===== config.mk =====
export PLATFORM = sky130hd
export DESIGN_NAME = ring_index_mgr
export DESIGN_NICKNAME = d
export VERILOG_FILES = /design/src/rtl/ring_pkg.sv /design/src/rtl/ring_ptr.sv /design/src/rtl/rx_len_store.sv /design/src/rtl/irq_ctrl.sv /design/src/rtl/ring_index_mgr.sv
export SDC_FILE = /design/constraint.sdc
export NUM_CORES = 1
export LEC_CHECK = 0
export ABC_AREA = 1
export BUFFER_PORTS_ARGS = -buffer_cell sky130_fd_sc_hd__buf_2
export CORE_MARGIN = 2
export CORE_UTILIZATION = 45
export CTS_BUF_LIST = sky130_fd_sc_hd__clkbuf_16
export DETAILED_ROUTE_END_ITERATION = 8
export GPL_ROUTABILITY_DRIVEN = 0
export PLACE_DENSITY = 0.66
export SLEW_MARGIN = 20
export SYNTH_ARGS = -nofsm -noshare
export SYNTH_HDL_FRONTEND = slang
export SYNTH_SLANG_ARGS = --single-unit

===== constraint.sdc =====
create_clock -name clk -period 2.93 [get_ports clk]
set_input_delay 0.4395 -clock clk [delete_from_list [all_inputs] [get_ports clk]]
set_output_delay 0.4395 -clock clk [all_outputs]
set_load 0.02 [all_outputs]

===== src/rtl/ring_pkg.sv =====
package ring_pkg;
    localparam int IRQ_N  = 2;
    localparam int IRQ_TX = 0;
    localparam int IRQ_RX = 1;

    typedef enum logic {
        TX_IDLE,
        TX_PENDING
    } tx_state_e;

    typedef enum logic {
        RX_RUN,
        RX_STALL
    } rx_state_e;
endpackage


===== src/rtl/ring_ptr.sv =====
module ring_ptr #(
    parameter int IDX_W = 4
) (
    input  logic             clk,
    input  logic             rst_n,
    input  logic [IDX_W-1:0] last,
    input  logic             adv,
    input  logic             load,
    input  logic [IDX_W-1:0] load_val,
    output logic [IDX_W-1:0] idx
);
    logic [IDX_W-1:0] idx_q;
    logic [IDX_W-1:0] succ;

    always_comb begin
        succ = (idx_q == last) ? '0 : idx_q + 1'b1;
    end

    always_ff @(posedge clk) begin
        if (!rst_n) begin
            idx_q <= '0;
        end else if (load) begin
            idx_q <= load_val;
        end else if (adv) begin
            idx_q <= succ;
        end
    end

    assign idx = idx_q;
endmodule


===== src/rtl/rx_len_store.sv =====
module rx_len_store #(
    parameter int IDX_W = 4,
    parameter int LEN_W = 11
) (
    input  logic             clk,
    input  logic             rst_n,
    input  logic             wr_en,
    input  logic [IDX_W-1:0] wr_idx,
    input  logic [LEN_W-1:0] wr_val,
    input  logic [IDX_W-1:0] rd_idx,
    output logic [LEN_W-1:0] rd_val
);
    localparam int DEPTH = 1 << IDX_W;

    logic [LEN_W-1:0] slot_q [DEPTH];

    for (genvar s = 0; s < DEPTH; s++) begin : g_slot
        logic [LEN_W-1:0] word_q;
        always_ff @(posedge clk) begin
            if (!rst_n) begin
                word_q <= '0;
            end else if (wr_en && (wr_idx == IDX_W'(s))) begin
                word_q <= wr_val;
            end
        end
        assign slot_q[s] = word_q;
    end

    assign rd_val = slot_q[rd_idx];
endmodule


===== src/rtl/irq_ctrl.sv =====
module irq_ctrl
    import ring_pkg::*;
(
    input  logic             clk,
    input  logic             rst_n,
    input  logic [IRQ_N-1:0] set,
    input  logic [IRQ_N-1:0] clr,
    input  logic [IRQ_N-1:0] en,
    output logic [IRQ_N-1:0] status,
    output logic             irq
);
    logic [IRQ_N-1:0] status_q;

    always_ff @(posedge clk) begin
        if (!rst_n) begin
            status_q <= '0;
        end else begin
            status_q <= (status_q & ~clr) | set;
        end
    end

    assign status = status_q;
    assign irq    = |(status_q & en);
endmodule


===== src/rtl/ring_index_mgr.sv =====
module ring_index_mgr
    import ring_pkg::*;
#(
    parameter int IDX_W = 4,
    parameter int LEN_W = 11
) (
    input  logic             clk,
    input  logic             rst_n,
    input  logic [IDX_W-1:0] cfg_tx_last,
    input  logic [IDX_W-1:0] cfg_rx_last,
    input  logic             sw_tx_prod_wr,
    input  logic [IDX_W-1:0] sw_tx_prod_val,
    input  logic             eng_tx_done,
    input  logic             eng_tx_irq_req,
    output logic [IDX_W-1:0] tx_produce,
    output logic [IDX_W-1:0] tx_consume,
    output logic             tx_empty,
    output logic             tx_full,
    input  logic             eng_rx_store,
    input  logic             eng_rx_irq_req,
    input  logic [LEN_W-1:0] eng_rx_len,
    input  logic             sw_rx_cons_wr,
    input  logic [IDX_W-1:0] sw_rx_cons_val,
    output logic [IDX_W-1:0] rx_produce,
    output logic [IDX_W-1:0] rx_consume,
    output logic             rx_empty,
    output logic             rx_full,
    output logic             rx_overrun,
    input  logic [IDX_W-1:0] rx_stat_idx,
    output logic [LEN_W-1:0] rx_stat_size,
    input  logic [1:0]       irq_en,
    input  logic [1:0]       irq_clr,
    output logic [1:0]       irq_status,
    output logic             irq_out
);
    function automatic logic [IDX_W-1:0] wrap_inc(logic [IDX_W-1:0] v, logic [IDX_W-1:0] lim);
        return (v == lim) ? '0 : v + 1'b1;
    endfunction

    tx_state_e tx_state_q, tx_state_d;
    rx_state_e rx_state_q, rx_state_d;

    logic             tx_accept;
    logic             rx_accept;
    logic [IDX_W-1:0] tx_prod_d;
    logic [IDX_W-1:0] tx_cons_d;
    logic [IRQ_N-1:0] irq_set;

    // transmit index pair
    ring_ptr #(.IDX_W(IDX_W)) u_tx_prod (
        .clk(clk), .rst_n(rst_n), .last(cfg_tx_last),
        .adv(1'b0), .load(sw_tx_prod_wr), .load_val(sw_tx_prod_val),
        .idx(tx_produce)
    );
    ring_ptr #(.IDX_W(IDX_W)) u_tx_cons (
        .clk(clk), .rst_n(rst_n), .last(cfg_tx_last),
        .adv(tx_accept), .load(1'b0), .load_val('0),
        .idx(tx_consume)
    );

    // receive index pair
    ring_ptr #(.IDX_W(IDX_W)) u_rx_prod (
        .clk(clk), .rst_n(rst_n), .last(cfg_rx_last),
        .adv(rx_accept), .load(1'b0), .load_val('0),
        .idx(rx_produce)
    );
    ring_ptr #(.IDX_W(IDX_W)) u_rx_cons (
        .clk(clk), .rst_n(rst_n), .last(cfg_rx_last),
        .adv(1'b0), .load(sw_rx_cons_wr), .load_val(sw_rx_cons_val),
        .idx(rx_consume)
    );

    rx_len_store #(.IDX_W(IDX_W), .LEN_W(LEN_W)) u_len (
        .clk(clk), .rst_n(rst_n),
        .wr_en(rx_accept), .wr_idx(rx_produce), .wr_val(eng_rx_len - 1'b1),
        .rd_idx(rx_stat_idx), .rd_val(rx_stat_size)
    );

    irq_ctrl u_irq (
        .clk(clk), .rst_n(rst_n),
        .set(irq_set), .clr(irq_clr), .en(irq_en),
        .status(irq_status), .irq(irq_out)
    );

    // state registers
    always_ff @(posedge clk) begin
        if (!rst_n) begin
            tx_state_q <= TX_IDLE;
            rx_state_q <= RX_RUN;
        end else begin
            tx_state_q <= tx_state_d;
            rx_state_q <= rx_state_d;
        end
    end

    // next-state logic, looking at next-cycle indices on the transmit side
    always_comb begin
        tx_prod_d  = sw_tx_prod_wr ? sw_tx_prod_val : tx_produce;
        tx_cons_d  = tx_accept ? wrap_inc(tx_consume, cfg_tx_last) : tx_consume;
        tx_state_d = tx_state_q;
        unique case (tx_state_q)
            TX_IDLE:    if (tx_prod_d != tx_cons_d) tx_state_d = TX_PENDING;
            TX_PENDING: if (tx_prod_d == tx_cons_d) tx_state_d = TX_IDLE;
            default:    tx_state_d = TX_IDLE;
        endcase

        rx_state_d = rx_state_q;
        unique case (rx_state_q)
            RX_RUN:   if (eng_rx_store && rx_full) rx_state_d = RX_STALL;
            RX_STALL: if (!rx_full) rx_state_d = RX_RUN;
            default:  rx_state_d = RX_RUN;
        endcase
    end

    // outputs derived from state and indices
    always_comb begin
        tx_empty   = (tx_state_q == TX_IDLE);
        tx_full    = (wrap_inc(tx_produce, cfg_tx_last) == tx_consume);
        tx_accept  = eng_tx_done && (tx_state_q == TX_PENDING);

        rx_empty   = (rx_produce == rx_consume);
        rx_full    = (wrap_inc(rx_produce, cfg_rx_last) == rx_consume);
        rx_overrun = (rx_state_q == RX_STALL);
        rx_accept  = eng_rx_store && (rx_state_q == RX_RUN) && !rx_full;

        irq_set         = '0;
        irq_set[IRQ_TX] = tx_accept && eng_tx_irq_req;
        irq_set[IRQ_RX] = rx_accept && eng_rx_irq_req;
    end
endmodule


==> results of run 1 <==
[cell families (layout without fill, tap and decap cells)]
family	after synthesis	after routing	synth area share, %
AO/OA/AOI/OAI	223	223	11.4
XOR/XNOR	26	26	2.17
adder cells (fa/ha/maj)	7	7	0.834
buffers and inverters	323	351	13.4
flip-flops	196	196	37.4
multiplexers	2	2	0.202
AND/OR/NAND/NOR	910	910	34.7
[report_power, final]
group          internal (mW)  switching (mW)
registers               2.81          0.0905
logic                  0.371           0.786
clock network           1.13            1.16
total                   4.30            2.04
[cell usage in the layout, fill, tap and decap left out, types with 12 or more instances in the layout]
cell       count
nand2_1      456
buf_4         19
inv_1        214
clkbuf_16     17
nand3_4       12
nor2_1       404
xor2_1        12
xnor2_1       14
o221ai_1      17
a21oi_1       98
dfxtp_1      192
nand3_1       23
buf_2         75
o21ai_0      101
[registers in the layout (all words and copies together), names as in the netlist]
signal               cells
u_tx_prod.idx            4
u_rx_prod.idx            4
u_rx_cons.idx            4
rx_overrun               1
u_len.g_slot.word_q    176
u_tx_cons.idx            4
tx_state_q               1
u_irq.status             2
[metal layers]
| metal | vias up | wire length, µm | GRT usage (%) |
|---|---|---|---|
| met5 | - | 0 | 0 |
| met4 | 0 | 222 | 4.37 |
| met3 | 13 | 1510 | 3.93 |
| met2 | 262 | 11800 | 35.2 |
| met1 | 4303 | 13200 | 31.7 |
| li1 | 5131 | - | - |
[through the flow]
step / power, mW / TNS, ns
after floorplan: 3.80 / 0
after global placement: 4.08 / 0
after detailed placement: 4.10 / 0
after CTS: 6.38 / 0
after global routing: 6.64 / -0.0101
final: 6.34 / 0
[final cells by class]
cell class | instances | area [µm²]
multi-input combinational | 1168 | 5180
clock buffer | 17 | 425
timing repair buffer | 101 | 649
fill | 2286 | 11200
tap | 313 | 392
clock inverter | 15 | 139
sequential | 196 | 3930
inverter | 218 | 818
[worst min-delay path by stage]
stage                                 start  slack (ns)  cells after the start          endpoint
after floorplan                  tx_state_q        0.48                      2   u_irq.status[0]
after detailed placement    u_irq.status[0]        0.48                      2   u_irq.status[0]
final                     sw_rx_cons_val[3]        0.22                      3  u_rx_cons.idx[3]
after global placement      u_irq.status[0]        0.47                      2   u_irq.status[0]
after global routing      sw_rx_cons_val[3]        0.25                      3  u_rx_cons.idx[3]
after CTS                 sw_rx_cons_val[3]        0.21                      3  u_rx_cons.idx[3]
[worst max-delay path, delay by kind of cell, from the launching register on]
family | cells | cell delay (ns)
flip-flops | 1 | 0.42
AND/OR/NAND/NOR | 8 | 0.85
buffers and inverters | 4 | 0.55
[timing repair]
| item | 4_1_cts | 5_1_grt |
|---|---|---|
| endpoints found under the setup margin | 0 | 1 |
| resized for setup | 0 | 6 |
| endpoints found under the hold margin | 0 | 0 |
==> results.md, run 1 <==
* Placed Area at 11000 µm²
* Initial antenna violation count at 0
* Worst IR Drop VDD at 0.000371 V
* Total GRT Usage at 22.2%
* CP Launch Type: flop
* Placeable Area at 22800 µm²
* Hold Path Class: primary input to flop
* Leak at 6.01 nW
* Final number of setup-violating endpoints at 0
* Hold-fix buffers, CTS at 0
* Hold slack final at 0.221 ns
* Wire per inst at 13.2 µm
* Row cnt at 55
* Async SR Flop Fraction at 0%
* Root buffer cell: clkbuf_16
* Min Tclk post-route at 2.71 ns
* Antenna cells at 0
* Post-Synthesis Cells at 1687
* Vias per inst at 4.79
* Clock Skews at 0.0139 ns
* Part of the Yosys area used for sequential elements at 37.4%
* Post-synth EDFFs at 0
* IO Port Bufs at 77
* CP max-delay cell: dfxtp_2
* Final global-route overflow total at 0
* Depth of the most critical reg-to-reg path at 14
* Final setup margin at 0.216 ns
* Worst Setup End Kind: primary output
* Share of cells above drive strength 1 at 9.15%
* Setup CP Type: flop to primary output
* Power Dens Cells at 550 nW/µm²
* DIE HEIGHT at 157 µm
* DP HPWL at 16.9 mm
* Predominant post-synthesis flop cell: dfxtp_1
* Biggest area consumer among synthesized cells: dfxtp_1
* DRC Markers at 0
* CP Launch Point: u_rx_prod.idx[1]
* Post-Layout Cell Count at 2028
* Vias in the first global route at 8550
* CP max stage delay at 0.42 ns
* Syn avg cell area at 6.23 µm²
* Layout Utilization at 50.6%
* Worst slew margin at 50.5%
* Post-synth top cells: nand2_1 (456), nor2_1 (405), inv_1 (215)
* Vias at 9709
* Fin nets at 1752
* Die X at 157 µm
* WP data required at 2.49 ns
* Largest cells by area after synthesis: dfxtp_1 (37%), nand2_1 (16%), nor2_1 (14%), inv_1 (7.7%), o21ai_0 (4.8%)
* Fin. Hold Viols at 0
* Worst Path Max Fanout at 10
* Worst EP arrival at 2.27 ns
* Top-area cell type share of the netlist area at 37.4%
* Die area at 24600 µm²
* Synth Register Bits at 196
* Reg2reg setup slack at 0.65 ns
* Top-count cell post-synth: nand2_1
* Ys Warns at 0
* Setup WS pre-CTS at 0.382 ns
* Placed Instances at 1996
* Post-Syn Nets at 1737
* Skew-Pair Late Insertion Delay at 0.44 ns
* Achievable Freq at 368 MHz
* Final Cycle Share at 92.6%
* Cell Area, Synth at 10500 µm²
* H-tree levels at 4
* Ports at 78
* Slew Viols, Final at 0
* Area grow syn2layout at 9.83%
* Total detailed-routing wirelength at 26.7 mm
* First-pass GRT wire length at 43.6 mm
* Antenna-violating nets left at 0
* Crit path to: rx_full
* Clock buffer count from CTS at 17
* Worst-Margin Slew at 0.743 ns
* Largest net degree at the start of global routing at 106
* End of the worst register-to-register path: u_len.g_slot[8].word_q[4]
* Clk slew on worst S/H paths at 0.08 ns
* Clk sinks at 196
* Critical Path, Cell by Cell: inv_1, nand2_1, nand2_1, nor2_1, nand2_2, nand3_1, nand2_1, nor2_1, nand2_4, buf_4, inv_1, buf_2
* Post-CTS setup buffer count at 0
* Status: finished, final reports clean
* Most used cell, CP: nand2_1
* Max_cap viols at 0
* Critical R2R Launch: u_rx_prod.idx[1]
* Clk buf depth at 2
* 1st-iter DRT viols at 797
* Drt pass-1 iters at 6
* TritonCTS clock tree: done
* Fin area at 11500 µm²
* Initial Utilization at 46.1%
* Yosys cell types at 31
Note: power is estimated with default switching activity, not from simulation.
==> run 2, diff against run 1 <==
Settings changed: ABC_AREA 1 to unset.
==> results.md, run 2 <==
* Status: finished, final reports clean
* Critical R2R Launch: u_rx_prod.idx[1]
* IO Port Bufs at 77
* Total detailed-routing wirelength at 22.9 mm
* Depth of the most critical reg-to-reg path at 8
* Mux contribution to synthesized area at 30.7%
* H-tree levels at 4
* Top delay family on crit path: buffers and inverters
* Top-count cell post-synth: nand2_1
* Grt peak-use layer: met2
* Buf+Inv Stages, Crit Path at 3
* Post-synth top cells: nand2_1 (204), dfxtp_1 (196), mux2i_1 (162)
* CP max stage delay at 0.39 ns
* Largest cells by area after synthesis: dfxtp_1 (42%), mux2i_1 (17%), mux4_2 (13%), nand2_1 (8.2%), o221a_2 (2.9%)
* Ports at 78
* Routing usage on met3 at 3.55%
* Worst Path Max Fanout at 24
* Worst EP arrival at 2.29 ns
* Max reg flops at 176
* Clk sinks at 196
* Levels on crit path at 7
* Synth Area in Compound Gates at 5.43%
* DRC Markers at 0
* Leak at 4.19 nW
* Initial antenna violation count at 0
* Worst slew margin at 29.8%
* Setup CP Type: flop to primary output
* Power Dens Cells at 543 nW/µm²
* Antenna cells at 0
* Achievable Freq at 366 MHz
* Clk buf depth at 2
* Drt pass-1 iters at 5
* Clk slew on worst S/H paths at 0.07 ns
* Biggest area consumer among synthesized cells: dfxtp_1
* Initial Utilization at 45.9%
* Largest net degree at the start of global routing at 70
* Final Cycle Share at 93.2%
* Skew-Pair Late Insertion Delay at 0.43 ns
* Fin nets at 1000
* Setup TNS at 0 ns
* Grt met2 use at 35.3%
* Largest Register: u_len.g_slot.word_q
* Hold slack final at 0.240 ns
* First-pass GRT wire length at 36.7 mm
* TritonCTS clock tree: done
* Post-Syn Nets at 936
* Clock buffer count from CTS at 17
* Top-area cell type share of the netlist area at 42.1%
* 1st-iter DRT viols at 597
* Vias per inst at 5.53
* Clock Skews at 0.00658 ns
* Worst Setup End Kind: primary output
* Met1 usage at 29.4%
* Post-synthesis simple-gate area fraction at 13.7%
* End of the worst register-to-register path: u_len.g_slot[7].word_q[6]
* Hold-fix buffers, CTS at 0
* Largest family of logic cells by synthesized area: multiplexers
* Die X at 148 µm
* Reg2reg setup slack at 0.26 ns
* Die area at 21900 µm²
* Vias at 6822
* Most common library cell in the layout ignoring fill and taps: nand2_1
* Min Tclk post-route at 2.73 ns
* Cell Area, Synth at 9310 µm²
* Slew Viols, Final at 0
* Row cnt at 52
* Post-synth EDFFs at 0
* CP Launch Point: u_rx_prod.idx[1]
* Hold Path Class: primary input to flop
* Antenna-violating nets left at 0
* Wire per inst at 18.6 µm
* Adder-Cell Fraction of Synth Area at 0.940%
* RSZ-0062 raised after global routing: false
* Total GRT Usage at 21.5%
* Post-synthesis xor/xnor area fraction at 3.20%
* Predominant post-synthesis flop cell: dfxtp_1
* CP max-delay cell: dfxtp_1
* Worst IR Drop VDD at 0.000429 V
* Yosys cell types at 52
* Worst-Margin Slew at 1.05 ns
* DIE HEIGHT at 148 µm
* Vias in the first global route at 6571
* Post-Synthesis Cells at 886
* Async SR Flop Fraction at 0%
* Critical Path, Cell by Cell: buf_4, ha_1, xnor2_1, a311o_1, a2bb2oi_2, buf_6, buf_2
* Final number of setup-violating endpoints at 0
* Max_cap viols at 0
* WP data required at 2.49 ns
* Placeable Area at 20300 µm²
* Ys Warns at 0
* Syn avg cell area at 10.5 µm²
* Most frequent cells in the layout: nand2_1 (204), dfxtp_1 (195), mux2i_1 (162), buf_2 (76), mux4_2 (55)
* Fin. Hold Viols at 0
* DP HPWL at 15.2 mm
* Area grow syn2layout at 14.7%
* Part of the Yosys area used for sequential elements at 42.1%
* Crit path to: rx_full
* CP Launch Type: flop
* Root buffer cell: clkbuf_16
* Share of cells above drive strength 1 at 24.9%
* Synth Register Bits at 196
* Final global-route overflow total at 0
==> run 2: changes by cell type after synthesis, moves of 93 or more <==
cell     previous run  this run
nand2_1           456       204
o21ai_0           101         8
a21oi_1            98         5
mux2i_1             1       162
inv_1             215         5
nor2_1            405        31
==> run 2: timing repair <==
item	CTS	global route
setup buffers	0	0
resized for setup	0	2
setup endpoints to repair	0	2
==> run 2: through the flow <==
step           worst slack [ns]  instance area (µm²)  power, mW  utilization (%)  std cells
2_1_floorplan             0.110                 9310       3.33                -        886
3_3_place_gp              0.147                10100       3.56             49.8       1201
3_5_place_dp              0.128                10100       3.56             49.8       1201
4_1_cts                  0.0297                10700       5.83             52.6       1233
5_1_grt                  0.0366                10700       6.01             52.6       1233
6_report                  0.199                10700       5.80             52.6       1233
==> run 2: cells by family (layout without fill, tap and decap cells) <==
kind of cell	count (synthesis)	count (layout)
simple gates	294	294
mux	217	217
flops	196	196
buf+inv	81	158
compound gates	57	57
xor+xnor	34	34
fa+ha+maj	7	7
==> run 2: power breakdown <==
| part | switching, mW | internal, mW | total (mW) | leakage (nW) |
|---|---|---|---|---|
| Combinational | 0.435 | 0.293 | 0.728 | 2.33 |
| Sequential | 0.0523 | 2.72 | 2.78 | 1.58 |
| Clock | 1.09 | 1.20 | 2.29 | 0.277 |
==> run 2: per-layer routing <==
metal / share of wire [%] / wire length (µm) / vias up
met4: 1.6 / 374 / 0
li1: - / - / 3252
met2: 47 / 10900 / 176
met3: 5.1 / 1180 / 25
met5: 0 / 0 / -
met1: 46 / 10500 / 3369
==> run 2: worst min-delay path by stage <==
stage	startpoint	to	cells after the start
final	eng_rx_irq_req	u_irq.status[1]	2
after global placement	u_len.g_slot[15].word_q[9]	u_len.g_slot[15].word_q[9]	2
after CTS	eng_rx_irq_req	u_irq.status[1]	2
after floorplan	u_len.g_slot[14].word_q[10]	u_len.g_slot[14].word_q[10]	2
after global routing	eng_rx_irq_req	u_irq.status[1]	2
after detailed placement	u_len.g_slot[8].word_q[6]	u_len.g_slot[8].word_q[6]	2
==> run 2: worst reg2reg max path, cell delays in order (launching register included) <==
cell and delay [ns]:
dfxtp_1 0.35, buf_4 0.17, xor2_1 0.18, nor4_4 0.34, a21oi_1 0.10, a2bb2oi_2 0.19
nor2_1 0.81, buf_4 0.28, mux2i_1 0.17
==> run 2: layout make-up <==
| type | count | area, µm² |
|---|---|---|
| clock buffers | 17 | 425 |
| clock inverters | 15 | 148 |
| repair buffers | 121 | 801 |
| fillers | 1801 | 9610 |
| flip-flops and latches | 196 | 3930 |
| multi-input cells | 609 | 5030 |
| well taps | 270 | 338 |
| inverters | 5 | 18.8 |
